===== src/rtl/modem_stat_pkg.sv =====
package modem_stat_pkg;

    localparam int unsigned LINE_CNT  = 4;
    localparam int unsigned WORD_W    = 32;

    // line index = flag bit position; level bit = index + LVL_LSB
    localparam int unsigned LN_CTS    = 0;
    localparam int unsigned LN_DSR    = 1;
    localparam int unsigned LN_RING   = 2;
    localparam int unsigned LN_DCD    = 3;

    localparam int unsigned FLG_LSB   = 0;
    localparam int unsigned LVL_LSB   = 4;
    localparam int unsigned MODE_BIT  = 8;
    localparam int unsigned USED_BITS = MODE_BIT + 1;

    // lines that flag only on an asserted-to-deasserted transition
    localparam logic [LINE_CNT-1:0] TRAIL_ONLY = LINE_CNT'(1) << LN_RING;

    typedef logic [LINE_CNT-1:0] line_vec_t;

    typedef struct packed {
        logic      fc_mode;
        line_vec_t level;
        line_vec_t flag;
    } msr_fields_t;

    function automatic logic [WORD_W-1:0] pack_word(input msr_fields_t f);
        logic [WORD_W-1:0] w;
        w = '0;
        w[MODE_BIT]                       = f.fc_mode;
        w[LVL_LSB +: LINE_CNT]            = f.level;
        w[FLG_LSB +: LINE_CNT]            = f.flag;
        return w;
    endfunction

endpackage


===== src/rtl/msd_sync.sv =====
module msd_sync #(
    parameter int unsigned WIDTH  = 4,
    parameter int unsigned STAGES = 2
) (
    input  logic             clk,
    input  logic             rst,
    input  logic [WIDTH-1:0] async_in,
    output logic [WIDTH-1:0] sync_out
);
    localparam int unsigned LAST = STAGES - 1;

    logic [WIDTH-1:0] stage [STAGES];

    always_ff @(posedge clk) begin
        if (rst) stage[0] <= '0;
        else     stage[0] <= async_in;
    end

    for (genvar s = 1; s < STAGES; s++) begin : g_chain
        always_ff @(posedge clk) begin
            if (rst) stage[s] <= '0;
            else     stage[s] <= stage[s-1];
        end
    end

    assign sync_out = stage[LAST];


    sync_shift_chk: assert property (@(posedge clk) disable iff (rst)
        $past(!rst) |-> (sync_out == $past(stage[LAST-1])));

endmodule


===== src/rtl/msd_edge.sv =====
module msd_edge #(
    parameter int unsigned           WIDTH      = 4,
    parameter logic [WIDTH-1:0]      TRAIL_MASK = '0
) (
    input  logic             clk,
    input  logic             rst,
    input  logic [WIDTH-1:0] level,
    output logic [WIDTH-1:0] change
);
    logic [WIDTH-1:0] prev_q;

    always_ff @(posedge clk) begin
        if (rst) prev_q <= '0;
        else     prev_q <= level;
    end

    for (genvar i = 0; i < WIDTH; i++) begin : g_line
        if (TRAIL_MASK[i]) begin : g_trail
            assign change[i] = prev_q[i] & ~level[i];
        end else begin : g_any
            assign change[i] = prev_q[i] ^ level[i];
        end
    end

endmodule


===== src/rtl/msd_flags.sv =====
module msd_flags #(
    parameter int unsigned WIDTH = 4
) (
    input  logic             clk,
    input  logic             rst,
    input  logic [WIDTH-1:0] change,
    input  logic             wr_hit,
    input  logic [WIDTH-1:0] clr_mask,
    input  logic             mode_wval,
    output logic [WIDTH-1:0] flag_q,
    output logic             mode_q
);
    logic [WIDTH-1:0] kept;

    always_comb begin
        kept = flag_q;
        if (wr_hit) kept = flag_q & ~clr_mask;
    end

    always_ff @(posedge clk) begin
        if (rst) begin
            flag_q <= '0;
            mode_q <= 1'b0;
        end else begin
            flag_q <= kept | change;
            if (wr_hit) mode_q <= mode_wval;
        end
    end

    for (genvar i = 0; i < WIDTH; i++) begin : g_chk

        set_wins_chk: assert property (@(posedge clk) disable iff (rst)
            change[i] |=> flag_q[i]);

        clear_takes_chk: assert property (@(posedge clk) disable iff (rst)
            (wr_hit && clr_mask[i] && !change[i]) |=> !flag_q[i]);

        hold_quiet_chk: assert property (@(posedge clk) disable iff (rst)
            (!wr_hit && !change[i]) |=> (flag_q[i] == $past(flag_q[i])));
    end


    mode_load_chk: assert property (@(posedge clk) disable iff (rst)
        wr_hit |=> (mode_q == $past(mode_wval)));

endmodule


===== src/rtl/modem_status_detect.sv =====
module modem_status_detect
    import modem_stat_pkg::*;
#(
    parameter int unsigned SYNC_STAGES = 2,
    parameter int unsigned ADDR_W      = 8,
    parameter int unsigned REG_OFFSET  = 'h28
) (
    input  logic              clk,
    input  logic              rst,
    input  logic              dcd_in,
    input  logic              ri_in,
    input  logic              dsr_in,
    input  logic              cts_in,
    input  logic              reg_wr,
    input  logic [ADDR_W-1:0] reg_addr,
    input  logic [31:0]       reg_wdata,
    output logic [31:0]       status_word,
    output logic              dms_event
);
    line_vec_t   raw_lines;
    line_vec_t   lvl;
    line_vec_t   chg;
    line_vec_t   flg;
    logic        mode;
    logic        wr_hit;
    msr_fields_t fields;

    always_comb begin
        raw_lines          = '0;
        raw_lines[LN_DCD]  = dcd_in;
        raw_lines[LN_RING] = ri_in;
        raw_lines[LN_DSR]  = dsr_in;
        raw_lines[LN_CTS]  = cts_in;
    end

    assign wr_hit = reg_wr && (reg_addr == ADDR_W'(REG_OFFSET));

    msd_sync #(.WIDTH(LINE_CNT), .STAGES(SYNC_STAGES)) u_sync (
        .clk(clk), .rst(rst), .async_in(raw_lines), .sync_out(lvl)
    );

    msd_edge #(.WIDTH(LINE_CNT), .TRAIL_MASK(TRAIL_ONLY)) u_edge (
        .clk(clk), .rst(rst), .level(lvl), .change(chg)
    );

    msd_flags #(.WIDTH(LINE_CNT)) u_flags (
        .clk(clk), .rst(rst), .change(chg), .wr_hit(wr_hit),
        .clr_mask(reg_wdata[FLG_LSB +: LINE_CNT]),
        .mode_wval(reg_wdata[MODE_BIT]),
        .flag_q(flg), .mode_q(mode)
    );

    always_comb begin
        fields.fc_mode = mode;
        fields.level   = lvl;
        fields.flag    = flg;
    end

    assign status_word = pack_word(fields);
    assign dms_event   = |flg;


    event_hold_chk: assert property (@(posedge clk) disable iff (rst)
        (dms_event && !wr_hit) |=> dms_event);

    ring_rise_quiet_chk: assert property (@(posedge clk) disable iff (rst)
        (!wr_hit && !status_word[FLG_LSB+LN_RING] && lvl[LN_RING]) |=>
            !status_word[FLG_LSB+LN_RING]);

    foreign_addr_chk: assert property (@(posedge clk) disable iff (rst)
        (reg_wr && !wr_hit && !(|chg)) |=> $stable(status_word[USED_BITS-1:0] & ~(32'hF << LVL_LSB)));

endmodule


===== config.mk =====
export PLATFORM = sky130hd
export DESIGN_NAME = modem_status_detect
export DESIGN_NICKNAME = d
export VERILOG_FILES = /design/src/rtl/modem_stat_pkg.sv /design/src/rtl/msd_sync.sv /design/src/rtl/msd_edge.sv /design/src/rtl/msd_flags.sv /design/src/rtl/modem_status_detect.sv
export SDC_FILE = /design/constraint.sdc
export NUM_CORES = 1
export LEC_CHECK = 0
export CORE_MARGIN = 2
export CORE_UTILIZATION = 31
export DETAILED_ROUTE_END_ITERATION = 7
export HOLD_SLACK_MARGIN = 0.06
export PLACE_DENSITY = 0.85
export SYNTH_ARGS = -nofsm -noshare
export SYNTH_HDL_FRONTEND = slang
export SYNTH_SLANG_ARGS = --single-unit

===== constraint.sdc =====
create_clock -name clk -period 1.6 [get_ports clk]
set_input_delay 0.24 -clock clk [delete_from_list [all_inputs] [get_ports clk]]
set_output_delay 0.24 -clock clk [all_outputs]
set_load 0.05 [all_outputs]

## After elaboration in Yosys (flattened, before gate mapping)

Memory sizes are Yosys's and may differ from the RTL's.
Cells that the tools add are included.

| storage, ports and cells | value |
|---|---|
| register bits | 9 |
| latch bits | 0 |
| memory bits (writable) | 8 |
| memory bits (read-only) | 0 |
| bits of input ports | 47 |
| output and inout port bits | 33 |
| word-level logic and storage cells | 23 |
| memories | 1 |

| operators by class | value |
|---|---|
| $add $sub $neg | 0 |
| $mul | 0 |
| divide/modulo/power cells | 0 |
| order comparisons | 0 |
| equality and inequality tests | 1 |
| shift operators | 0 |
| muxes and demuxes | 6 |
| bitwise logic cells | 10 |
| reductions and logical operators | 2 |

Memory list:

| memory | words | width | read ports | clocked after memory_dff | write ports | RTL line | text |
|---|---|---|---|---|---|---|---|
| u_sync.stage | 2 | 4 | 2 | 0 | 2 | msd_sync.sv:12 | `logic [WIDTH-1:0] stage [STAGES];` |

Operators by type and width:

| cell | count |
|---|---|
| 4-bit 2-to-1 mux | 3 |
| 8-bit by 6-bit equality test with 1-bit output (second input constant) | 1 |
| 4-bit AND | 1 |
| 4-bit NOT | 1 |
| 4-bit OR | 1 |
| 4-bit OR reduction | 1 |
| 1-bit 2-to-1 mux | 3 |
| 1-bit XOR | 3 |
| 1-bit OR | 2 |
| 1-bit AND | 1 |
| 1-bit logical AND | 1 |
| 1-bit NOT | 1 |

## Depth between registers and ports, before layout

Gate-level depths: netlist (run 1).

| depth | value |
|---|---|
| depth after elaboration | 4 |
| gate-level depth with buffers | 3 |
| mapped depth without buffers | 3 |

## Cells and area by module

Synthesis (run 1) repeated with hierarchy kept, for this count alone.

| unflattened totals | value |
|---|---|
| cell total of the unflattened synthesis | 76 |
| area, all modules | 743.2 µm² |

Modules (own cells, without submodules):

| module | times used | cells an instance | area each (µm²) | sequential area each (µm²) |
|---|---|---|---|---|
| modem_status_detect | 1 | 29 | 216.5 | 0.0 |
| msd_sync | 1 | 16 | 210.2 | 160.2 |
| msd_flags | 1 | 19 | 178.9 | 100.1 |
| msd_edge | 1 | 12 | 137.6 | 80.1 |

## Worst setup path after synthesis (run 1)

OpenSTA, ideal clock, no wires.

| timing path | value |
|---|---|
| path type | register -> output |
| from | register u_flags.flag_q[2] |
| to | output dms_event |
| arrival | 1.296 ns |
| data required time | 1.360 ns |
| setup slack | 0.064 ns |
| stages on the path, launching flop included | 2 |
| buffers on the path | 0 |
| cell sequence | dfxtp_1 > or4_1 |

| between the ends | value |
|---|---|
| word-level cells in the longest chain between the ends | 1 |

RTL lines:

| item | RTL line | text |
|---|---|---|
| start, declared | msd_flags.sv:10 | `output logic [WIDTH-1:0] flag_q,` |
| start signal, assigned | msd_flags.sv:25 | `flag_q <= kept \| change;` |
| 4-bit OR reduction | modem_status_detect.sv:60 | `assign dms_event = \|flg;` |
| end, declared | modem_status_detect.sv:18 | `output logic dms_event` |

Every way passes these cells.

## Worst setup path after layout (run 1)

Same ends and word-level chain as after synthesis.

==> results of run 1 <==
-- path summary, 6_finish.rpt --
| path | endpoint | cells past startpoint | startpoint | slack (ns) |
|---|---|---|---|---|
| worst min-delay path | u_sync.stage[1][3]$_SDFF_PP0_ | 1 | u_sync.stage[0][3]$_SDFF_PP0_ | 0.45 |
| worst max-delay path | dms_event | 2 | u_flags.flag_q[2]$_SDFF_PP0_ | 0.05 |
| worst min register to register | u_sync.stage[1][3]$_SDFF_PP0_ | 1 | u_sync.stage[0][3]$_SDFF_PP0_ | 0.45 |
| worst max register to register | u_flags.flag_q[3]$_SDFF_PP0_ | 3 | u_sync.stage[1][3]$_SDFF_PP0_ | 0.67 |
-- per-layer routing --
metal / GRT usage / share of wire / vias up
met5: 0 / 0 / -
met4: 0.0375 / 0 / 0
met3: 0.0191 / 0.097 / 0
met2: 0.169 / 0.55 / 36
met1: 0.0933 / 0.36 / 241
li1: - / - / 271
-- layout make-up --
class | count | area share
clock buffers | 4 | 0.0252
multi-input cells | 56 | 0.329
flip-flops and latches | 17 | 0.327
repair buffers | 31 | 0.272
well taps | 30 | 0.0360
inverters | 3 | 0.0108
-- registers in the layout, indices dropped and copies added, names as in the netlist --
register and cells:
u_flags.flag_q 4, u_flags.mode_q 1, u_sync.stage 8, u_edge.prev_q 4
-- synthesized netlist by cell type --
cell / n / area [sq um]
and3_4: 1 / 11.3
xnor2_1: 2 / 17.5
nor4b_4: 1 / 23.8
or4_1: 1 / 7.51
conb_1: 1 / 3.75
nor2b_1: 13 / 81.3
a211oi_1: 2 / 15.0
xor2_1: 1 / 8.76
a21boi_0: 1 / 7.51
inv_1: 3 / 11.3
dfxtp_1: 17 / 340
buf_4: 24 / 180
nor2_1: 2 / 7.51
clkbuf_1: 1 / 3.75
a41o_2: 2 / 22.5
nand2b_1: 2 / 12.5
a21oi_1: 3 / 15.0
nor3b_2: 1 / 12.5
mux2i_1: 1 / 10.0
-- cells by family (layout without fill, tap and decap cells) --
group | count (synthesis) | after routing | synth area share
buffers and inverters | 28 | 38 | 0.246
multiplexers | 1 | 1 | 0.0126
AND/OR/NAND/NOR | 21 | 21 | 0.197
XOR/XNOR | 3 | 3 | 0.0332
other | 1 | 23 | 0.00473
AO/OA/AOI/OAI | 8 | 8 | 0.0758
flip-flops | 17 | 17 | 0.430
-- where the power goes --
group          total [mW]  switching (mW)  internal [mW]  leakage (nW)
clock network       0.210           0.113         0.0965        0.0150
registers           0.453          0.0108          0.442         0.140
logic               0.294           0.203         0.0914         0.299
-- worst reg2reg max path, stage by stage, from the launching register on --
cell      delay [ns]
dfxtp_1         0.38
xor2_1          0.20
nor2b_1         0.07
a211oi_1        0.21
==> results.md, run 1 <==
- The run finished with clean final reports.
- For this design, the sink count on the clock tree is 17.
- In this run the worst hold path is classified as reg -> reg.
- The number of buffers inserted by post-CTS setup repair is 0.
- In this run the horizontal extent of the chip is 54.5 um.
- The number of antenna violations at the first check in global routing is 0.
- The total power is 0.956 mW.
- The row count is 18.
- For this run, the post-layout net count is 159.
- The routed layout has around 550 vias.
- The die span in y is 54.5 um.
- The total DRC errors in the routed layout is 0.
- The tool flagged a number of max-cap violations equal to 0.
- After synthesis the cells add up to 792 sq um.
- For this run, the detailed router's first-pass iteration total came to 3.
- In the layout the commonest cells are 23 x conb_1, 19 x clkdlybuf4s50_1, 16 x dfxtp_1.
- After global routing the overflow that remains totals 0.
- In this run the power density over the cells is 916 nW/um^2.
- The share of the Yosys chip area taken by registers is 0.430.
- Setup repair after global routing left no endpoint under its margin.
- After detailed routing, the average wire length per cell comes to 8.65 um.
- The clock latency of the later-clocked register in the worst-skew pair is 0.27 ns.
- On the final layout, the worst hold slack is roughly 0.45 ns.
- The global-route total usage across every layer is 0.0890.
- The total negative slack for setup checks is 0 ns.
- After the flow finishes, the layout carries non-filler instances totaling about 140.
- The startpoint class of the critical path is a register.
- Counting the buffers created by CTS gives 3.
- After floorplanning, the core was sized to cover 2450 sq um.
- At the placement stage, the worst setup path has a slack of 0.0297 ns.
- The antenna diode count is 0.
- Synthesis instantiated 19 different standard cells from the library.
- Setup violations remaining at the end of the flow were counted as 0.
- In the final layout, flip-flops and latches occupy 342 sq um.
- The number of placed cells counting well taps is roughly 140.
- The average instance in the mapped netlist occupies ~10 sq um.
- The CTS tree is done.
- In this run the number of H-tree levels came out at 1.
- The overall routed net length is approximately 1200 um.
- The count of port buffers added during placement is 29.
- The worst IR drop on VDD is roughly 0.53 mV.
- The cell family contributing the most delay on the critical path is simple AND/OR/NAND/NOR gates.
- The leading cell type in the layout, fill and taps excluded is conb_1.
- The count of mapped cells out of synthesis is 79.
- Among all stages on the critical path, the largest delay is contributed by or4_4.
- STA classifies the critical path endpoint as an output pin.
- The number of I/O pins is 80.
- The starting utilization of the core area is 0.323.
- The number of buffers and inverters on the critical path is 1.
- Along the worst path, the maximum fanout reaches 3.
- At the worst endpoint, the arrival time is approximately 1.3 ns.
- The number of vias per cell after detailed routing is 3.89.
- Yosys printed 0 warnings.
- Counting the fill cells in the layout gives 246.
- The DRC marker count from the first detailed-route iteration is 5.
- The die covers 2980 sq um.
- Subtracting the final worst setup slack from the clock period gives ~1.5 ns.
- The final-report max-slew violation count is 0.
- STA puts the critical path data required time at 1.36 ns.
- The final non-filler cell area is 1040 sq um.
- Between clock sinks in the finished design, the worst skew comes to 0.000600 ns.
- Timing would allow up to between 600 and 700 MHz.
- The total of flip-flops plus latches after synthesis is 17.
- Relative to the synthesized area, the layout overhead comes to 31.8%.
- The instance area after placement is 1010 sq um.
- After clock tree synthesis, the repair step resized 0 gates.
- Routability-driven placement finished with a final weighted congestion of 0.612.
- Of the cells placed in the final design, the portion with a size suffix greater than 1 is 0.198.
- The clock transition at the register clock pins on the worst setup and hold paths after CTS is 0.09 ns.
- The maximum number of pins on one net before global-route repair is 11.
- The first global-routing pass estimated around 1900 um of wire.
- The multi-input combinational cell area is 343 sq um.
- The hold-fix buffer count after cts is 0.
- The number of nets still failing antenna checks after routing is 0.
- CTS placed an instance of clkbuf_4 at the clock tree root.
- Of the available clock period, the critical path in the final layout requires 0.966.
- In this design, the stage delay of the slowest critical-path cell is 0.53 ns.
- Traced cell by cell, the critical path runs through or4_4, buf_6.
- The static leakage is 0.455 nW.
- The critical setup path kind is reg -> out.
- The minimum setup slack in the final design is 0.0536 ns.
- Counting along the longest clock path gives a buffer depth of 2.
- The hold violation count in the final report was 0.
- The number of global-route vias before repair was 468.
- The final core area utilization is 0.425.
(Power assumes the default switching activity.)
==> run 2, diff against run 1 <==
--- a/config.mk
+++ b/config.mk
@@ -6,10 +6,11 @@
 export NUM_CORES = 1
 export LEC_CHECK = 0
 export CORE_MARGIN = 2
-export CORE_UTILIZATION = 31
+export CORE_UTILIZATION = 29
 export DETAILED_ROUTE_END_ITERATION = 7
 export HOLD_SLACK_MARGIN = 0.06
-export PLACE_DENSITY = 0.85
+export PLACE_DENSITY = 0.8
 export SYNTH_ARGS = -nofsm -noshare
 export SYNTH_HDL_FRONTEND = slang
 export SYNTH_SLANG_ARGS = --single-unit
+export TNS_END_PERCENT = 100
==> constraint.sdc (replaced) <==
create_clock -name clk -period 1.5 [get_ports clk]
set_input_delay 0.225 -clock clk [delete_from_list [all_inputs] [get_ports clk]]
set_output_delay 0.225 -clock clk [all_outputs]
set_load 0.05 [all_outputs]
==> results.md, run 2 (synthesis results as in run 1) <==
- The first global-routing pass estimated ~2100 um of wire.
- Setup repair after global routing could not meet its margin everywhere.
- The max capacitance violation total is 0.
- The origin of the worst min-delay path is u_sync.stage[0][2]$_SDFF_PP0_.
- The total power divided by cell area is 943 nW/um^2.
- After detailed routing, the number of remaining DRC violations is 0.
- The clock latency of the later-clocked register in the worst-skew pair is 0.28 ns.
- STA puts the critical path data required time at about 1.3 ns.
- The final-report max-slew violation count is 0.
- Counting every sink on the clock net gives 17.
- On the worst path, the slowest cell contributes a delay of 0.52 ns.
- The buffer depth of the longest clock path is 2.
- The worst IR drop on VDD is 0.693 mV.
- The final RePlAce weighted congestion is 0.712.
- The final non-filler cell area is 1120 sq um.
- Before CTS, the worst setup slack after placement is -0.0281 ns.
- Setup violations remaining at the end of the flow were counted as 1.
- The share of the cycle needed by the critical path after routing is 1.03.
- Clock tree synthesis selected as its root buffer the cell clkbuf_4.
- The slowest cell on the critical path is or4_4.
- Clock-pin slew was measured on the worst setup and hold paths at around 0.09 ns.
- Compared with the post-synthesis result, the final layout area differs by 41.1%.
- The instance area after placement is 1060 sq um.
- The largest fanout of any net on the critical path is 2.
- The overall routed net length is 1320 um.
- In this run, placement finished with an instance count of 137.
- The starting utilization of the core area is 0.314.
- Once detail routing completed, the nets flagged for antenna violations numbered 0.
- Leaving out fill and tap cells, the most frequent cell in the layout is conb_1.
- In this run the static leakage power is 0.480 nW.
- The worst endpoint data arrival time is 1.31 ns.
- The DRC marker count from the first detailed-route iteration is 11.
- The number of buffers created by CTS is 3.
- The critical setup path kind is reg -> out.
- From left edge to right edge, the die measures between 50 and 60 um.
- The largest registers in the layout are u_sync.stage (8), u_edge.prev_q (4), u_flags.flag_q (4).
- Counting I/O delays and the setup requirement, the final critical path takes 1.54 ns.
- For the final database, setup skew stands at 0.000549 ns.
- Broken down by cell family, the worst path's largest delay share belongs to simple AND/OR/NAND/NOR gates.
- The aggregate global routing overflow is 0.
- The row count is 18.
- The final route contains roughly 560 vias.
- The global-route total usage across every layer is 0.0862.
- The die covers around 3200 sq um.
- The post-layout instance count excluding filler cells is about 140.
- The startpoint identified for the worst register-to-register timing path is u_flags.flag_q[1]$_SDFF_PP0_.
- The repair_antennas step left the layout with diodes totalling 0.
- The count of port buffers added during placement is 29.
- After detailed routing, the average wire length per cell comes to between 9 and 10 um.
- The first TritonRoute pass finished after 3 iterations.
- The number of global-route vias before repair is approximately 530.
- The worst setup path is launched from a register.
- The count of nets after finishing is 161.
- The top register by number of flip-flops is u_sync.stage.
- The hold violation count in the final report is 0.
- Walking the worst path, the cells encountered are or4_4, buf_8.
- The minimum setup slack in the final design is -0.0398 ns.
- The worst setup path is captured at an output pin.
- TritonCTS built the clock tree.
- The number of antenna violations at the first check in global routing came to 0.
- The number of flip-flops under the largest register name is 8.
- Entering global routing, the biggest net connects 10 pins.
- The detailed placer's ending HPWL is 1130 um.
- In this run the number of H-tree levels came out at 1.
- The area of the core is approximately 2500 sq um.
- In this run the count of I/O pins placed on the die edge is 80.
- On the final layout, the worst hold slack is 0.441 ns.
- In the layout the commonest cells are 23 x conb_1, 19 x clkdlybuf4s50_1, 14 x dfxtp_1.
- The checks that failed: negative setup slack.
- The launch point of the critical path is u_flags.flag_q[1]$_SDFF_PP0_.
- For this run, the top clock speed supported by timing is 649 MHz.
- The flow ran to the end, but the final reports show violations.
- The hold-fix buffer count after cts is 0.
- The design draws 1.05 mW.
- Of the cells placed in the final design, the portion with a size suffix greater than 1 is 0.230.
- The type of the worst min-delay path is reg -> reg.
- Using the TritonRoute via totals, the vias-per-cell ratio works out to 3.90.
- In this run the vertical extent of the chip is approximately 56 um.
- The number of buffers and inverters on the critical path is 1.
run 2: cell types whose count changed in the layout (fill, tap and decap cells not counted), sizes merged:
cell  previous run  this run
buf             12        14
run 2: cell type report:
| cell class | instances | area [sq um] |
|---|---|---|
| Fill cell | 237 | 1410 |
| Timing Repair Buffer | 33 | 353 |
| Sequential cell | 17 | 347 |
| Multi-Input combinational cell | 56 | 343 |
| Tap cell | 30 | 37.5 |
| Clock buffer | 4 | 26.3 |
| Inverter | 3 | 11.3 |
run 2: metal layers:
metal / share of wire / vias to the layer above / GRT usage
met5: 0 / - / 0
met4: 0 / 0 / 0.0510
met3: 0.079 / 0 / 0.0161
met2: 0.55 / 37 / 0.165
met1: 0.37 / 243 / 0.0846
li1: - / 277 / -
run 2: where the power goes:
group	internal [mW]	switching [mW]	total, mW
registers	0.471	0.0131	0.484
logic	0.119	0.221	0.340
clock network	0.103	0.126	0.229
total	0.694	0.360	1.05
run 2: final timing paths:
kind / endpoint / slack, ns / cells past startpoint
hold reg to reg: u_sync.stage[1][2]$_SDFF_PP0_ / 0.44 / 1
hold / removal: u_sync.stage[1][2]$_SDFF_PP0_ / 0.44 / 1
setup reg to reg: u_flags.flag_q[1]$_SDFF_PP0_ / 0.58 / 4
setup / recovery: dms_event / -0.04 / 2
run 2: through the flow:
| step | util | TNS, ns |
|---|---|---|
| finish | 0.443 | -0.0398 |
| global route | 0.443 | -0.0873 |
| CTS | 0.440 | -0.0516 |
| detailed placement | 0.421 | -0.0281 |
| global placement | 0.421 | -0.0126 |
| floorplan | - | 0 |
run 2: timing repair:
item                                    in CTS  in global routing
cloned                                       0                  0
endpoints found under the setup margin       1                  1
buffers inserted                             1                  1
resized for setup                            6                  0
